File: config.mk
export PLATFORM = sky130hd
export DESIGN_NAME = dmaspan_tracker
export DESIGN_NICKNAME = d
export VERILOG_FILES = /design/src/rtl/dmaspan_pkg.sv /design/src/rtl/dmaspan_fit.sv /design/src/rtl/dmaspan_ring.sv /design/src/rtl/dmaspan_tracker.sv
export SDC_FILE = /design/constraint.sdc
export NUM_CORES = 1
export LEC_CHECK = 0
export BUFFER_PORTS_ARGS = -buffer_cell sky130_fd_sc_hd__buf_2
export CORE_ASPECT_RATIO = 0.6
export CORE_MARGIN = 3
export CORE_UTILIZATION = 45
export DETAILED_ROUTE_END_ITERATION = 10
export GPL_ROUTABILITY_DRIVEN = 0
export GPL_TIMING_DRIVEN = 0
export PLACE_DENSITY = 0.67
export SETUP_SLACK_MARGIN = 0.15
export SYNTH_ARGS = -nofsm -noshare
export SYNTH_HDL_FRONTEND = slang
export SYNTH_HIERARCHICAL = 1
export SYNTH_SLANG_ARGS = --single-unit
File: constraint.sdc
create_clock -name clk -period 11.6 [get_ports clk]
set_input_delay 2.32 -clock clk [delete_from_list [all_inputs] [get_ports clk]]
set_output_delay 2.32 -clock clk [all_outputs]
set_load 0.05 [all_outputs]
File: src/rtl/dmaspan_pkg.sv
package dmaspan_pkg;
    typedef enum logic [1:0] {
        LINK_OFF      = 2'd0,
        LINK_NOTIFIED = 2'd1,
        LINK_ON       = 2'd2
    } link_e;
endpackage

File: src/rtl/dmaspan_fit.sv
// Places a span of len units in the circular region, or reports no fit.
module dmaspan_fit #(
    parameter int REGION = 32,
    parameter int PTR_W  = 5,
    parameter int LEN_W  = 8
) (
    input  logic             empty,
    input  logic [PTR_W-1:0] head,
    input  logic [PTR_W-1:0] tail,
    input  logic [LEN_W-1:0] len,
    output logic             fits,
    output logic [PTR_W-1:0] off,
    output logic [PTR_W-1:0] new_head
);
    localparam int SUM_W = ((LEN_W > PTR_W) ? LEN_W : PTR_W) + 2;

    logic [SUM_W-1:0] len_w, head_w, tail_w, end_room, end_w;

    always_comb begin
        len_w    = SUM_W'(len);
        head_w   = SUM_W'(head);
        tail_w   = SUM_W'(tail);
        end_room = SUM_W'(REGION) - head_w;
        fits     = 1'b0;
        off      = '0;
        if (empty) begin
            fits = (len_w <= SUM_W'(REGION));
        end else if (head_w > tail_w) begin
            if (len_w <= end_room) begin
                fits = 1'b1;
                off  = head;
            end else if (len_w <= tail_w) begin
                fits = 1'b1;
            end
        end else if (head_w < tail_w) begin
            if (len_w <= (tail_w - head_w)) begin
                fits = 1'b1;
                off  = head;
            end
        end
        end_w = SUM_W'(off) + len_w;
        if (end_w >= SUM_W'(REGION)) begin
            new_head = '0;
        end else begin
            new_head = end_w[PTR_W-1:0];
        end
    end
endmodule

File: src/rtl/dmaspan_ring.sv
// Remembers the end pointer of each outstanding span, oldest first.
module dmaspan_ring #(
    parameter int PTR_W   = 5,
    parameter int MAX_OUT = 4,
    parameter int CNT_W   = 3,
    parameter int IDX_W   = 2
) (
    input  logic             clk,
    input  logic             rst_n,
    input  logic             push,
    input  logic [PTR_W-1:0] push_end,
    input  logic [CNT_W-1:0] pop_req,
    output logic [CNT_W-1:0] count,
    output logic             rel_valid,
    output logic [PTR_W-1:0] rel_end
);
    typedef struct packed {
        logic [IDX_W-1:0] rd;
        logic [CNT_W-1:0] cnt;
    } ring_t;

    ring_t            s_d, s_q;
    logic [PTR_W-1:0] ends_q [MAX_OUT];
    logic [CNT_W-1:0] pop_n;
    logic [IDX_W-1:0] wr_idx, last_idx;

    always_comb begin
        pop_n     = (pop_req > s_q.cnt) ? s_q.cnt : pop_req;
        rel_valid = (pop_n != '0);
        last_idx  = s_q.rd + IDX_W'(pop_n - CNT_W'(1));
        rel_end   = ends_q[last_idx];
        wr_idx    = s_q.rd + IDX_W'(s_q.cnt);
        s_d       = s_q;
        s_d.rd    = s_q.rd + IDX_W'(pop_n);
        s_d.cnt   = s_q.cnt - pop_n + CNT_W'(push);
    end

    always_ff @(posedge clk or negedge rst_n) begin
        if (!rst_n) begin
            s_q <= '0;
        end else begin
            s_q <= s_d;
        end
    end

    for (genvar g = 0; g < MAX_OUT; g++) begin : g_slot
        always_ff @(posedge clk or negedge rst_n) begin
            if (!rst_n) begin
                ends_q[g] <= '0;
            end else if (push && wr_idx == IDX_W'(g)) begin
                ends_q[g] <= push_end;
            end
        end
    end

    assign count = s_q.cnt;
endmodule

File: src/rtl/dmaspan_tracker.sv
module dmaspan_tracker #(
    parameter int REGION     = 32,
    parameter int LEN_W      = 8,
    parameter int MAX_OUT    = 4,
    parameter int MBOX_FRAGS = 3,
    localparam int PTR_W     = $clog2(REGION),
    localparam int CNT_W     = $clog2(MAX_OUT + 1),
    localparam int IDX_W     = $clog2(MAX_OUT)
) (
    input  logic             clk,
    input  logic             rst_n,
    input  logic             alloc_start,
    input  logic             alloc_ack,
    output logic             alloc_notice,
    input  logic             msg_valid,
    input  logic [LEN_W-1:0] msg_len,
    output logic             msg_ready,
    output logic             wait_space,
    input  logic [CNT_W-1:0] ack_cnt,
    output logic             mbox_send,
    output logic             xfer_notice,
    output logic [PTR_W-1:0] span_off,
    output logic [LEN_W-1:0] span_len
);
    import dmaspan_pkg::*;

    typedef struct packed {
        link_e            link;
        logic             notice;
        logic [PTR_W-1:0] head;
        logic [PTR_W-1:0] tail;
        logic             mbox;
        logic             xfer;
        logic [PTR_W-1:0] off;
        logic [LEN_W-1:0] len;
    } state_t;

    state_t           s_d, s_q;
    logic [CNT_W-1:0] out_cnt;
    logic             rel_valid;
    logic [PTR_W-1:0] rel_end;
    logic             fits, empty, slots_full, dma_on, eligible, take, push;
    logic [PTR_W-1:0] fit_off, fit_head;

    assign empty      = (out_cnt == '0);
    assign slots_full = (out_cnt == CNT_W'(MAX_OUT));
    assign dma_on     = (s_q.link == LINK_ON);
    assign eligible   = dma_on && (msg_len > LEN_W'(MBOX_FRAGS));
    assign wait_space = msg_valid && eligible && (!fits || slots_full);
    assign msg_ready  = !wait_space;
    assign take       = msg_valid && msg_ready;
    assign push       = take && eligible;

    dmaspan_fit #(.REGION(REGION), .PTR_W(PTR_W), .LEN_W(LEN_W)) i_fit (
        .empty    (empty),
        .head     (s_q.head),
        .tail     (s_q.tail),
        .len      (msg_len),
        .fits     (fits),
        .off      (fit_off),
        .new_head (fit_head)
    );

    dmaspan_ring #(.PTR_W(PTR_W), .MAX_OUT(MAX_OUT), .CNT_W(CNT_W), .IDX_W(IDX_W)) i_ring (
        .clk       (clk),
        .rst_n     (rst_n),
        .push      (push),
        .push_end  (fit_head),
        .pop_req   (ack_cnt),
        .count     (out_cnt),
        .rel_valid (rel_valid),
        .rel_end   (rel_end)
    );

    always_comb begin
        s_d        = s_q;
        s_d.notice = 1'b0;
        case (s_q.link)
            LINK_OFF: begin
                if (alloc_start) begin
                    s_d.link   = LINK_NOTIFIED;
                    s_d.notice = 1'b1;
                end
            end
            LINK_NOTIFIED: begin
                if (alloc_ack) begin
                    s_d.link = LINK_ON;
                end
            end
            default: s_d.link = s_q.link;
        endcase

        s_d.mbox = take && !eligible;
        s_d.xfer = push;
        s_d.off  = push ? fit_off : '0;
        s_d.len  = push ? msg_len : '0;

        if (push) begin
            s_d.head = fit_head;
        end
        if (push && empty) begin
            s_d.tail = '0;
        end else if (rel_valid) begin
            s_d.tail = rel_end;
        end
    end

    always_ff @(posedge clk or negedge rst_n) begin
        if (!rst_n) begin
            s_q <= '{link: LINK_OFF, default: '0};
        end else begin
            s_q <= s_d;
        end
    end

    assign alloc_notice = s_q.notice;
    assign mbox_send    = s_q.mbox;
    assign xfer_notice  = s_q.xfer;
    assign span_off     = s_q.off;
    assign span_len     = s_q.len;
endmodule

==> results of run 1 <==
## synthesized netlist by cell type, types with 2 or more instances
library cell and instances:
o21ai_0 6, nor2_1 20, nor3b_2 2, nor3_1 5, mux2_2 22, xor2_1 6
a21boi_0 2, ha_1 40, buf_1 2, o21a_1 2, and2_4 9, mux2_4 5
a211oi_1 2, a21o_1 5, inv_1 27, nand3_1 5, or2_4 2, o211ai_1 2
and2_1 9, nor2b_1 5, nand4_1 3, nand2_1 11, xnor2_1 7, a21oi_1 7
buf_4 16, fa_1 3, o31a_1 2, mux4_1 4, mux2i_1 7, nand2b_1 3
and3_2 3, and3_1 3, o221a_2 2, dfrtp_1 53, o2111ai_1 2, nor4_1 3
## layout by cell type (no fill, tap or decap), types with 3 or more instances in the layout
cell type	count
nor2_1	20
o21ai_0	6
mux4_1	4
inv_1	27
ha_1	40
xor2_1	6
mux2i_1	7
and2_1	9
clkbuf_16	5
a21oi_1	7
and3_2	3
mux2_2	22
mux2_4	5
xnor2_1	7
fa_1	3
buf_4	16
a21o_1	5
nor2b_1	5
nor4_1	3
dfrtp_1	53
nand2_1	11
nand3_1	5
and2_4	9
nand2b_1	3
nor3_1	5
nand4_1	3
and3_1	3
buf_2	33
## worst max path at each step
stage	from	end	slack [ns]	cells past startpoint
after floorplan	msg_len[5]	wait_space	4.68	10
after global placement	msg_len[5]	msg_ready	4.82	11
after detailed placement	msg_len[5]	msg_ready	4.79	11
after CTS	msg_len[5]	msg_ready	4.77	11
after global routing	msg_len[5]	wait_space	4.69	12
final	msg_len[5]	msg_ready	4.76	11
## area by class of cell
cell class / count / area share, %
Buffer: 20 / 3.38
Clock buffer: 6 / 3.05
Clock inverter: 2 / 0.919
Inverter: 28 / 2.55
Multi-Input combinational cell: 232 / 51.6
Sequential cell: 53 / 31.4
Tap cell: 108 / 3.20
Timing Repair Buffer: 33 / 3.91
## cell families (layout without fill, tap and decap cells)
logic type      after synthesis  count (layout)
mux                          39              39
fa+ha+maj                    43              43
flops                        53              53
xor+xnor                     15              15
buf+inv                      48              89
compound gates               43              43
simple gates                 92              92
## critical path: cells and delay by family
kind	cells	cell delay, ns
buffers and inverters	2	0.44
and+or+nand+nor	2	0.20
adders and majority gates	1	0.35
AOI/OAI and AO/OA	6	1.22
## power by group
part           internal [mW]  switching (mW)
Sequential             0.248          0.0437
Clock                  0.102          0.0659
Combinational          0.399           0.463
## per-stage QoR
| step | std cells | worst slack, ns | utilization [%] |
|---|---|---|---|
| CTS | 482 | 4.77 | 52.9 |
| global placement | 474 | 4.82 | 50.8 |
| floorplan | 333 | 4.68 | - |
| finish | 482 | 4.76 | 52.9 |
| detailed placement | 474 | 4.79 | 50.8 |
| global route | 482 | 4.69 | 52.9 |
## flip-flops by register name, indices dropped and copies added (netlist names)
register and flops:
alloc_notice 1, span_len 8, span_off 5, mbox_send 1, i_ring/s_q 2, i_ring/ends_q 20
xfer_notice 1, s_q 12, i_ring/count 3
## layer usage
layer,up-vias,GRT usage (%)
met1,1219,26.7
met5,-,0
met3,6,3.61
met2,53,23.3
li1,1236,-
met4,0,3.28
==> metrics.md, run 1 <==
| Metric | Value |
|---|---|
| First-pass DRT Iterations | `4` |
| Die Wd | `approximately 120 µm` |
| Status | `completed` |
| Post_cts resized | `0` |
| Clk sink count | `53` |
| Final Instance Area | `0.00422 mm²` |
| Worst hold start | `i_ring/ends_q[15]$_DFFE_PN0P_` |
| DRC viols | `0` |
| Die ar. | `0.00951 mm²` |
| Max-slew headroom | `22.4%` |
| Final Cycle Share | `59.0%` |
| Wl on met1 | `3860 µm` |
| Simple-gate area share of the yosys netlist | `between 15 and 20%` |
| CTS hold repair buffers | `0` |
| Hold crit path type | `reg -> reg` |
| Hold Crit Depth | `1` |
| Reg-to-reg setup timing slack | `approximately 6 ns` |
| Largest net degree at the start of global routing | `54` |
| CP endpoint kind | `output pin` |
| Area contributors post-synth | `dfrtp_1, ha_1, mux2_2, buf_4, mux4_1` |
| Adder-cell share of the synthesized area | `14.9%` |
| Worst Path Required | `just over 9 ns` |
| Vias post-DR | `2,514` |
| IO Pins | `34` |
| Cell Area, Synth | `roughly 0.0038 mm²` |
| Crit path time final | `around 6.8 ns` |
| Yosys reg bits | `53` |
| Total Nets Final | `about 430` |
| CP cell instances | `buf_2 -> ha_1 -> a2111oi_2 -> o21ai_0 -> a21oi_1 -> o31ai_4 -> a31oi_1 -> o31a_1 -> nand2_1 -> nand3_1 -> buf_2` |
| Unrepaired setup endpoints after global routing | `false` |
| Synth async-reset ratio | `between 90% and 100%` |
| First-pass GRT wire length | `approximately 12,000 µm` |
| XOR/XNOR Fraction of Synth Area | `4.20%` |
| Yosys warning count | `6` |
| GRT Overall Usage | `approximately 17%` |
| Power Total | `between 1 and 1.5 mW` |
| Crit path kind | `in -> out` |
| Vert. Die Dim | `76.7 µm` |
| Top sig layer | `met4` |
| Synth cell types | `62` |
| Top cell type's share of synthesized area | `35.3%` |
| Arr. time, crit path | `about 4.5 ns` |
| Slew @ Worst Pin | `1.16 ns` |
| WL met3 | `between 400 and 500 µm` |
| R2r startpoint | `s_q[21]$_DFFE_PN0N_` |
| Clock-pin slew on the worst setup and hold paths | `about 0.070 ns` |
| Critical Path Fanout Max | `9` |
| Total CTS buffers | `5` |
| TNS Setup | `0 ns` |
| Ys flop type | `dfrtp_1` |
| Placed cell areas | `approximately 0.0041 mm²` |
| Leak | `around 2.1 nW` |
| Met2 wire length | `approximately 3200 µm` |
| Worst Skew | `between 0.006 and 0.007 ns` |
| Worst-case reg-to-reg path depth | `21` |
| DRT Wirelength | `approximately 7500 µm` |
| Clock Root Buffer | `clkbuf_16` |
| Final setup fails | `0` |
| Worst vdd ir | `approximately 0.21 mV` |
| Worst skew pair latency | `slightly below 0.3 ns` |
| Mux share of post-synthesis cell area | `between 10% and 20%` |
| FMAX | `approximately 0.15 GHz` |
| Core ar. | `around 0.008 mm²` |
| Initial antenna violation count | `0` |
| Syn_area_per_cell | `11.3 µm²` |
| Slowest-stage cell, CP | `ha_1` |
| Clock Tree Buf Depth | `2` |
| Syn Nets | `slightly below 400` |
| Synth area leader | `dfrtp_1` |
| CP most frequent cell | `buf_2` |
| Vias in the first global route | `around 2,500` |
| Post-DP HPWL | `roughly 5900 µm` |
| Multi-input logic area | `around 0.0022 mm²` |
| CTS tree | `built` |
| FF+latch area | `0.00133 mm²` |
| Slew Limit Fails | `0` |
| MaxCap Viol Count | `0` |
| FP Rows | `25` |
| Post-Syn Instances | `around 330` |
| Share of cells above drive strength 1 | `between 30% and 40%` |
| Pwr Density | `313 mW/mm²` |
| Setup crit start kind | `input port` |
| Post-synthesis sequential area ratio | `a little over a third` |
| Global route overflow | `0` |
| Hold-critical path endpoint | `i_ring/ends_q[15]$_DFFE_PN0P_` |
| Hold slack | `around 0.50 ns` |
| Reg2reg end | `i_ring/ends_q[3]$_DFFE_PN0P_` |
| Remaining antenna violation count | `0` |
| Number of diodes | `0` |
| CP peak stage delay | `between 0.3 and 0.4 ns` |
| Postcts setup bufs | `0` |
| Vias per cell | `between 5 and 6` |
| Initial DRC count | `135` |
| Number of synthesized flops with an enable pin | `0` |
| Filler Cell Count | `716` |
| Compound-cell area share of the yosys netlist | `slightly below 10%` |
| Area grow syn2layout | `12.5%` |
| # H-tree levels | `2` |
| Combinational family with the most area after synthesis | `simple AND/OR/NAND/NOR gates` |
| Drt wl/cell | `between 15 and 20 µm` |
| Fin. Hold Viols | `0` |
| Port Buffer Count | `33` |
| Initial core utilization | `a little under half` |
No activity file was read; power rests on OpenSTA's default activity.
==> run 2: changes to the inputs <==
Settings changed: ABC_AREA set to 1, PLACE_DENSITY 0.67 to 0.69.
Clock period 11.6 ns to 5.73 ns, I/O delays scaled along.
==> run 2 against run 1 <==
Compared with the run above:
- via count increased by 24%
- critical path depth up 13
- die area grew 2.3%
- clock power grew 89%
- clock-buffer cell count down 1
- core utilization increased by 0.39 points
- synthesized cell count is 42% higher
- flip-flop and latch count unchanged
==> metrics.md, run 2 <==
| Metric | Value |
|---|---|
| Fin. Hold Viols | `0 (unchanged)` |
| P_int | `1.14 mW (was 749 µW)` |
| Number of synthesized flops with an enable pin | `0 (unchanged)` |
| Pwr Density | `526 mW/mm² (was 313 mW/mm²)` |
| Synth async-reset ratio | `100% (unchanged)` |
| # H-tree levels | `2 (unchanged)` |
| FMAX | `between 0.2 and 0.25 GHz` |
| Post-synthesis sequential area ratio | `34.5% (was 35.3%)` |
| Synth area leader | `dfrtp_1 (unchanged)` |
| Area grow syn2layout | `11.9% (was 12.5%)` |
| Drt wl/cell | `13.5 µm (was 15.7 µm)` |
| First-pass GRT wire length | `14,600 µm (was 12,500 µm)` |
| Yosys reg bits | `53 (unchanged)` |
| Initial DRC count | `207 (was 135)` |
| Arr. time, crit path | `3.47 ns (was 4.52 ns)` |
| Combinational share of power | `63.8% (was 65.2%)` |
| Slew Limit Fails | `0 (unchanged)` |
| Clk sink count | `53 (unchanged)` |
| Final Cycle Share | `roughly four fifths` |
| Max reg flops | `20 (unchanged)` |
| Max-slew headroom | `21.0% (was 22.4%)` |
| Unrepaired setup endpoints after global routing | `false (unchanged)` |
| DRC viols | `0 (unchanged)` |
| Vias per cell | `4.99 (was 5.22)` |
| Vert. Die Dim | `77.6 µm (was 76.7 µm)` |
| Final WS setup | `1.12 ns (was 4.76 ns)` |
| CTS hold repair buffers | `0 (unchanged)` |
| Share of cells above drive strength 1 | `22.1% (was 32.1%)` |
| Port Buffer Count | `33 (unchanged)` |
| Clock Tree Buf Depth | `2 (unchanged)` |
| GRT Overall Usage | `18.7% (was 16.8%)` |
| Top-count cell post-synth | `nand2_1 (was dfrtp_1)` |
| Worst Skew | `0.00938 ns (was 0.00626 ns)` |
| IO Pins | `34 (unchanged)` |
| Worst skew pair latency | `0.30 ns (was 0.29 ns)` |
| DRT Wirelength | `8440 µm (was 7550 µm)` |
| Synth cell types | `36 (was 62)` |
| TNS Setup | `0 ns (unchanged)` |
| Crit path time final | `roughly 4.6 ns` |
| First-pass DRT Iterations | `4 (unchanged)` |
| Worst Path Required | `4.58 ns (was 9.28 ns)` |
| Worst vdd ir | `0.263 mV (was 0.209 mV)` |
| Initial core utilization | `47.6% (was 47.1%)` |
| NetSw | `1.12 mW (was 573 µW)` |
| Total CTS buffers | `5 (unchanged)` |
| Final setup fails | `0 (unchanged)` |
| Global route overflow | `0 (unchanged)` |
| Biggest register | `i_ring/ends_q (unchanged)` |
| Placed cell areas | `0.00414 mm² (was 0.00405 mm²)` |
| Post_cts resized | `0 (unchanged)` |
| Crit path kind | `reg -> out (was in -> out)` |
| Critical Path Fanout Max | `4 (was 9)` |
| Top post-synthesis cells by count | `nand2_1, inv_1, dfrtp_1 (was dfrtp_1, ha_1, inv_1)` |
| Syn_area_per_cell | `8.11 µm² (was 11.3 µm²)` |
| Clock Root Buffer | `clkbuf_16 (unchanged)` |
| Largest net degree at the start of global routing | `54 (unchanged)` |
| Clock-pin slew on the worst setup and hold paths | `0.08 ns (was 0.07 ns)` |
| Number of diodes | `0 (unchanged)` |
| Post-DP HPWL | `6660 µm (was 5880 µm)` |
| Yosys warning count | `6 (unchanged)` |
| Area contributors post-synth | `dfrtp_1, ha_1, nand2_1, inv_1, nand3_1 (was dfrtp_1, ha_1, mux2_2, buf_4, mux4_1)` |
| Die ar. | `0.00972 mm² (was 0.00951 mm²)` |
| Post-Syn Instances | `474 (was 333)` |
| Postcts setup bufs | `0 (unchanged)` |
| Final Instance Area | `0.00430 mm² (was 0.00422 mm²)` |
| Setup crit start kind | `flop (was input port)` |
| Syn Nets | `533 (was 392)` |
| Vias in the first global route | `3,014 (was 2,464)` |
| Ys flop type | `dfrtp_1 (unchanged)` |
| Slew @ Worst Pin | `1.19 ns (was 1.16 ns)` |
| Most frequent cells in the layout | `nand2_1, inv_1, dfrtp_1 (was dfrtp_1, ha_1, buf_2)` |
| Switching part of the total | `49.5% (was 43.3%)` |
| Setup WS pre-CTS | `1.47 ns (was 4.79 ns)` |
| Most common cell after layout, fill and taps aside | `nand2_1 (was dfrtp_1)` |
| Hold crit path type | `reg -> reg (unchanged)` |
| Core ar. | `0.00807 mm² (was 0.00798 mm²)` |
| Die Wd | `125 µm (was 124 µm)` |
| Status | `completed (unchanged)` |
| Remaining antenna violation count | `0 (unchanged)` |
| CTS tree | `built (unchanged)` |
| MaxCap Viol Count | `0 (unchanged)` |
| Initial antenna violation count | `0 (unchanged)` |
| Leak | `2.31 nW (was 2.14 nW)` |
| Top cell type's share of synthesized area | `34.5% (was 35.3%)` |
| Vias post-DR | `3,111 (was 2,514)` |
| Power Total | `2.27 mW (was 1.32 mW)` |
| Clock network power share | `14.0% (was 12.7%)` |
| Cell Area, Synth | `0.00384 mm² (was 0.00375 mm²)` |
| CP endpoint kind | `output pin (unchanged)` |
| FP Rows | `25 (unchanged)` |
| Total Nets Final | `573 (was 432)` |
| Sequential share of power | `22.2% (was 22.0%)` |
## run 2: cell count changes in the layout (fill, tap and decap cells not counted), sizes merged, moves of 6 or more
cell and change:
mux2 -18, inv +50, xnor2 -6, o21ai +22, a21o -6, and3 -6
nor2 +22, a21oi +7, and2 -18, nor2b -6, nand2 +103, nand3 +33
## run 2: critical path, cell delays in order, from the launching register on
cell and delay [ns]:
dfrtp_1 0.47, inv_1 0.13, ha_1 0.38, nand2_1 0.12
inv_1 0.04, nand2_1 0.05, nand2_1 0.05, a21oi_2 0.12
inv_1 0.09, ha_1 0.32, nand2_1 0.07, nor2_1 0.10
nand2_1 0.06, nand3_1 0.06, nand2_1 0.05, nand2_1 0.05
nand2_1 0.06, nand2_2 0.10, nand2_1 0.07, nand2_1 0.05
nand2_1 0.05, nand2_1 0.15, inv_2 0.07, nor2_1 0.13
buf_2 0.28
## run 2: cell families after synthesis
logic type | after synthesis | synth area share (%)
AO/OA/AOI/OAI | 50 | 7.16
buffers and inverters | 100 | 11.8
multiplexers | 15 | 4.23
adder cells (fa/ha/maj) | 43 | 14.6
AND/OR/NAND/NOR | 200 | 24.7
flip-flops | 53 | 34.5
XOR/XNOR | 13 | 2.96
## run 2: path summary, 6_finish.rpt
check | from | endpoint | slack [ns] | cells after the start
max | s_q[23]$_DFFE_PN0N_ | wait_space | 1.12 | 24
min | i_ring/ends_q[9]$_DFFE_PN0P_ | i_ring/ends_q[9]$_DFFE_PN0P_ | 0.49 | 2
max reg2reg | s_q[23]$_DFFE_PN0N_ | i_ring/ends_q[14]$_DFFE_PN0P_ | 1.47 | 31
min reg2reg | i_ring/ends_q[9]$_DFFE_PN0P_ | i_ring/ends_q[9]$_DFFE_PN0P_ | 0.49 | 2
max in group asynchronous | rst_n | s_q[16]$_DFFE_PN0P_ | 3.92 | 1
min in group asynchronous | rst_n | alloc_notice$_DFF_PN0_ | 1.09 | 1
## run 2: layout make-up
class,instances,area [µm²]
plain buffers,20,150
fillers,801,3770
inverters,80,305
clock inverters,3,33.8
well taps,108,135
repair buffers,33,165
flip-flops and latches,53,1330
multi-input cells,321,2060
clock buffers,5,125
## run 2: power groups by stage
stage                     Sequential (mW)  Clock, mW  Combinational [mW]
after floorplan                     0.496          0                1.16
after global placement              0.505          0                1.39
after detailed placement            0.508          0                1.44
after CTS                           0.502      0.327                1.45
after global routing                0.513      0.351                1.66
final                               0.503      0.317                1.44
## run 2: stage by stage
stage                     util (%)  hold slack (ns)  cells
after floorplan                  -            0.453    474
after global placement        51.3            0.466    615
after detailed placement      51.3            0.474    615
after CTS                     53.3            0.494    623
after global routing          53.3            0.521    623
final                         53.3            0.492    623
## run 2: per-layer routing
layer / part of all wire [%] / vias to the layer above / wire [µm] / global-route usage [%]
met5: 0 / - / 0 / 0
met4: 0.86 / 0 / 73 / 4.55
met3: 7.5 / 10 / 636 / 4.95
met2: 40 / 86 / 3340 / 26.0
met1: 52 / 1447 / 4390 / 28.7
li1: - / 1568 / - / -
==> run 3: changes to the inputs <==
Settings changed: ABC_AREA 1 to 0, PLACE_DENSITY 0.69 to 0.7.
Clock period 5.73 ns to 4.1 ns, I/O delays scaled along.
==> run 3 against run 2 <==
Compared with the run above:
- the run now ends with negative setup slack left
- sequential power up 67%
- worst setup slack got worse by 1.7 ns
- power increased by 110%
- first-iteration DRC count is 14% higher
- global-route usage grew 2.6 points
==> metrics.md, run 3 (same netlist as run 1, synthesis figures left out) <==
| Metric | Value |
|---|---|
| Port Buffer Count | `33 (unchanged)` |
| Placed cell areas | `0.00413 mm² (was 0.00414 mm²)` |
| Vias per cell | `5.46 (was 4.99)` |
| Number of diodes | `0 (unchanged)` |
| Largest net degree at the start of global routing | `54 (unchanged)` |
| GRT Overall Usage | `21.4% (was 18.7%)` |
| Setup WS pre-CTS | `-0.903 ns (was 1.47 ns)` |
| Clock Tree Buf Depth | `2 (unchanged)` |
| Worst skew pair latency | `0.31 ns (was 0.30 ns)` |
| Final Instance Area | `0.00483 mm² (was 0.00430 mm²)` |
| Die ar. | `0.00951 mm² (was 0.00972 mm²)` |
| Most common cell after layout, fill and taps aside | `dfrtp_1 (was nand2_1)` |
| Clock-pin slew on the worst setup and hold paths | `0.07 ns (was 0.08 ns)` |
| FMAX | `approximately 0.22 GHz` |
| CTS hold repair buffers | `0 (unchanged)` |
| Global route overflow | `0 (unchanged)` |
| FP Rows | `25 (unchanged)` |
| IO Pins | `34 (unchanged)` |
| Vert. Die Dim | `76.7 µm (was 77.6 µm)` |
| First-pass DRT Iterations | `4 (unchanged)` |
| Failing checks | `negative setup slack` |
| Drt wl/cell | `19.3 µm (was 13.5 µm)` |
| Critical Path Fanout Max | `5 (was 4)` |
| Initial DRC count | `235 (was 207)` |
| Clk sink count | `53 (unchanged)` |
| Vias in the first global route | `2,833 (was 3,014)` |
| Max reg flops | `20 (unchanged)` |
| TNS Setup | `-13.38 ns (was 0 ns)` |
| Slew Limit Fails | `0 (unchanged)` |
| Remaining antenna violation count | `0 (unchanged)` |
| R2r startpoint | `s_q[20]$_DFFE_PN0N_ (was s_q[23]$_DFFE_PN0N_)` |
| Total CTS buffers | `5 (unchanged)` |
| Power Total | `4.70 mW (was 2.27 mW)` |
| DRC viols | `0 (unchanged)` |
| Initial core utilization | `47.1% (was 47.6%)` |
| Setup crit start kind | `flop (unchanged)` |
| Worst Skew | `0.00710 ns (was 0.00938 ns)` |
| Area grow syn2layout | `28.7% (was 11.9%)` |
| Slew @ Worst Pin | `1.18 ns (was 1.19 ns)` |
| DRT Wirelength | `9810 µm (was 8440 µm)` |
| Unrepaired setup endpoints after global routing | `true (was false)` |
| Worst vdd ir | `0.353 mV (was 0.263 mV)` |
| Reg2reg end | `i_ring/ends_q[1]$_DFFE_PN0P_ (was i_ring/ends_q[14]$_DFFE_PN0P_)` |
| Setup crit start | `s_q[20]$_DFFE_PN0N_ (was s_q[23]$_DFFE_PN0N_)` |
| CP endpoint kind | `flop (was output pin)` |
| Vias post-DR | `2,780 (was 3,111)` |
| Fin. Hold Viols | `0 (unchanged)` |
| Leak | `2.35 nW (was 2.31 nW)` |
| CTS tree | `built (unchanged)` |
| MaxCap Viol Count | `0 (unchanged)` |
| Biggest register | `i_ring/ends_q (unchanged)` |
| Crit path kind | `reg -> reg (was reg -> out)` |
| Final WS setup | `-0.539 ns (was 1.12 ns)` |
| CP Capture Point | `i_ring/ends_q[1]$_DFFE_PN0P_ (was wait_space)` |
| Final Cycle Share | `113%` |
| Max-slew headroom | `21.6% (was 21.0%)` |
| Reg-to-reg setup timing slack | `-0.54 ns (was 1.47 ns)` |
| Worst-case reg-to-reg path depth | `21 (was 31)` |
| Clock Root Buffer | `clkbuf_16 (unchanged)` |
| Arr. time, crit path | `4.83 ns (was 3.47 ns)` |
| Die Wd | `124 µm (was 125 µm)` |
| Share of cells above drive strength 1 | `48.9% (was 22.1%)` |
| Most frequent cells in the layout | `dfrtp_1, buf_4, buf_2 (was nand2_1, inv_1, dfrtp_1)` |
| Pwr Density | `974 mW/mm² (was 526 mW/mm²)` |
| First-pass GRT wire length | `15,200 µm (was 14,600 µm)` |
| Layout Utilization | `60.6% (was 53.3%)` |
| Worst Path Required | `4.29 ns (was 4.58 ns)` |
| # H-tree levels | `2 (unchanged)` |
| Hold crit path type | `reg -> reg (unchanged)` |
| Crit path time final | `between 4 and 5 ns` |
| Worst hold start | `i_ring/ends_q[18]$_DFFE_PN0P_ (was i_ring/ends_q[9]$_DFFE_PN0P_)` |
| Total Nets Final | `459 (was 573)` |
| Final setup fails | `27 (was 0)` |
| Core ar. | `0.00798 mm² (was 0.00807 mm²)` |
| Post-DP HPWL | `6490 µm (was 6660 µm)` |
| Initial antenna violation count | `0 (unchanged)` |
| Status | `complete, but fails checks (was completed)` |
==> run 3: worst max-delay path: stages (launching register included) <==
cell	delay (ns)
dfrtp_2	0.47
ha_4	0.18
fa_2	0.38
nor2b_4	0.14
o21ai_2	0.05
a21o_2	0.21
ha_4	0.26
nand4_1	0.17
o221a_4	0.36
a311oi_4	0.31
buf_6	0.17
and2_4	0.16
ha_4	0.13
inv_2	0.04
fa_2	0.37
nor2b_4	0.15
nor4_2	0.06
mux2_4	0.29
o21ai_4	0.14
buf_12	0.15
nor2_2	0.07
mux2_2	0.26
==> run 3: repair_timing <==
action | in CTS | in global routing
pin swaps | 22 | 24
resized for setup | 45 | 21
gates cloned | 0 | 0
buffers inserted | 18 | 9
setup endpoints to repair | 29 | 29
==> run 3: cell type report <==
type	instances	area, µm²
buffer	20	151
timing repair buffer	60	408
inverter	28	111
tap	108	135
sequential	53	1330
clock inverter	3	48.8
fill	631	3150
multi-input combinational	232	2520
clock buffer	5	125
==> run 3: power by group <==
part / switching [mW] / internal, mW / total [mW] / leakage [nW]
combinational: 1.71 / 1.65 / 3.36 / 1.57
clock: 0.209 / 0.293 / 0.502 / 0.0819
sequential: 0.139 / 0.703 / 0.842 / 0.706
total: 2.06 / 2.65 / 4.70 / 2.35
==> run 3: through the flow <==
stage | std cells | hold WS [ns]
global route | 509 | 0.520
CTS | 500 | 0.508
floorplan | 333 | 0.465
detailed placement | 474 | 0.488
finish | 509 | 0.505
global placement | 474 | 0.483
==> run 3: worst min path at each step <==
stage | to | slack [ns] | depth (start not counted)
floorplan | alloc_notice$_DFF_PN0_ | 0.46 | 1
global placement | i_ring/ends_q[4]$_DFFE_PN0P_ | 0.48 | 1
detailed placement | i_ring/ends_q[18]$_DFFE_PN0P_ | 0.49 | 1
CTS | i_ring/ends_q[19]$_DFFE_PN0P_ | 0.51 | 1
global route | i_ring/ends_q[19]$_DFFE_PN0P_ | 0.52 | 1
finish | i_ring/ends_q[18]$_DFFE_PN0P_ | 0.51 | 1
==> run 3: layer usage <==
layer | GRT usage [%] | wire length (µm) | vias up | share of wire, %
li1 | - | - | 1293 | -
met1 | 30.6 | 4530 | 1392 | 46
met2 | 31.5 | 4410 | 83 | 45
met3 | 5.82 | 712 | 12 | 7.3
met4 | 6.34 | 151 | 0 | 1.5
met5 | 0 | 0 | - | 0
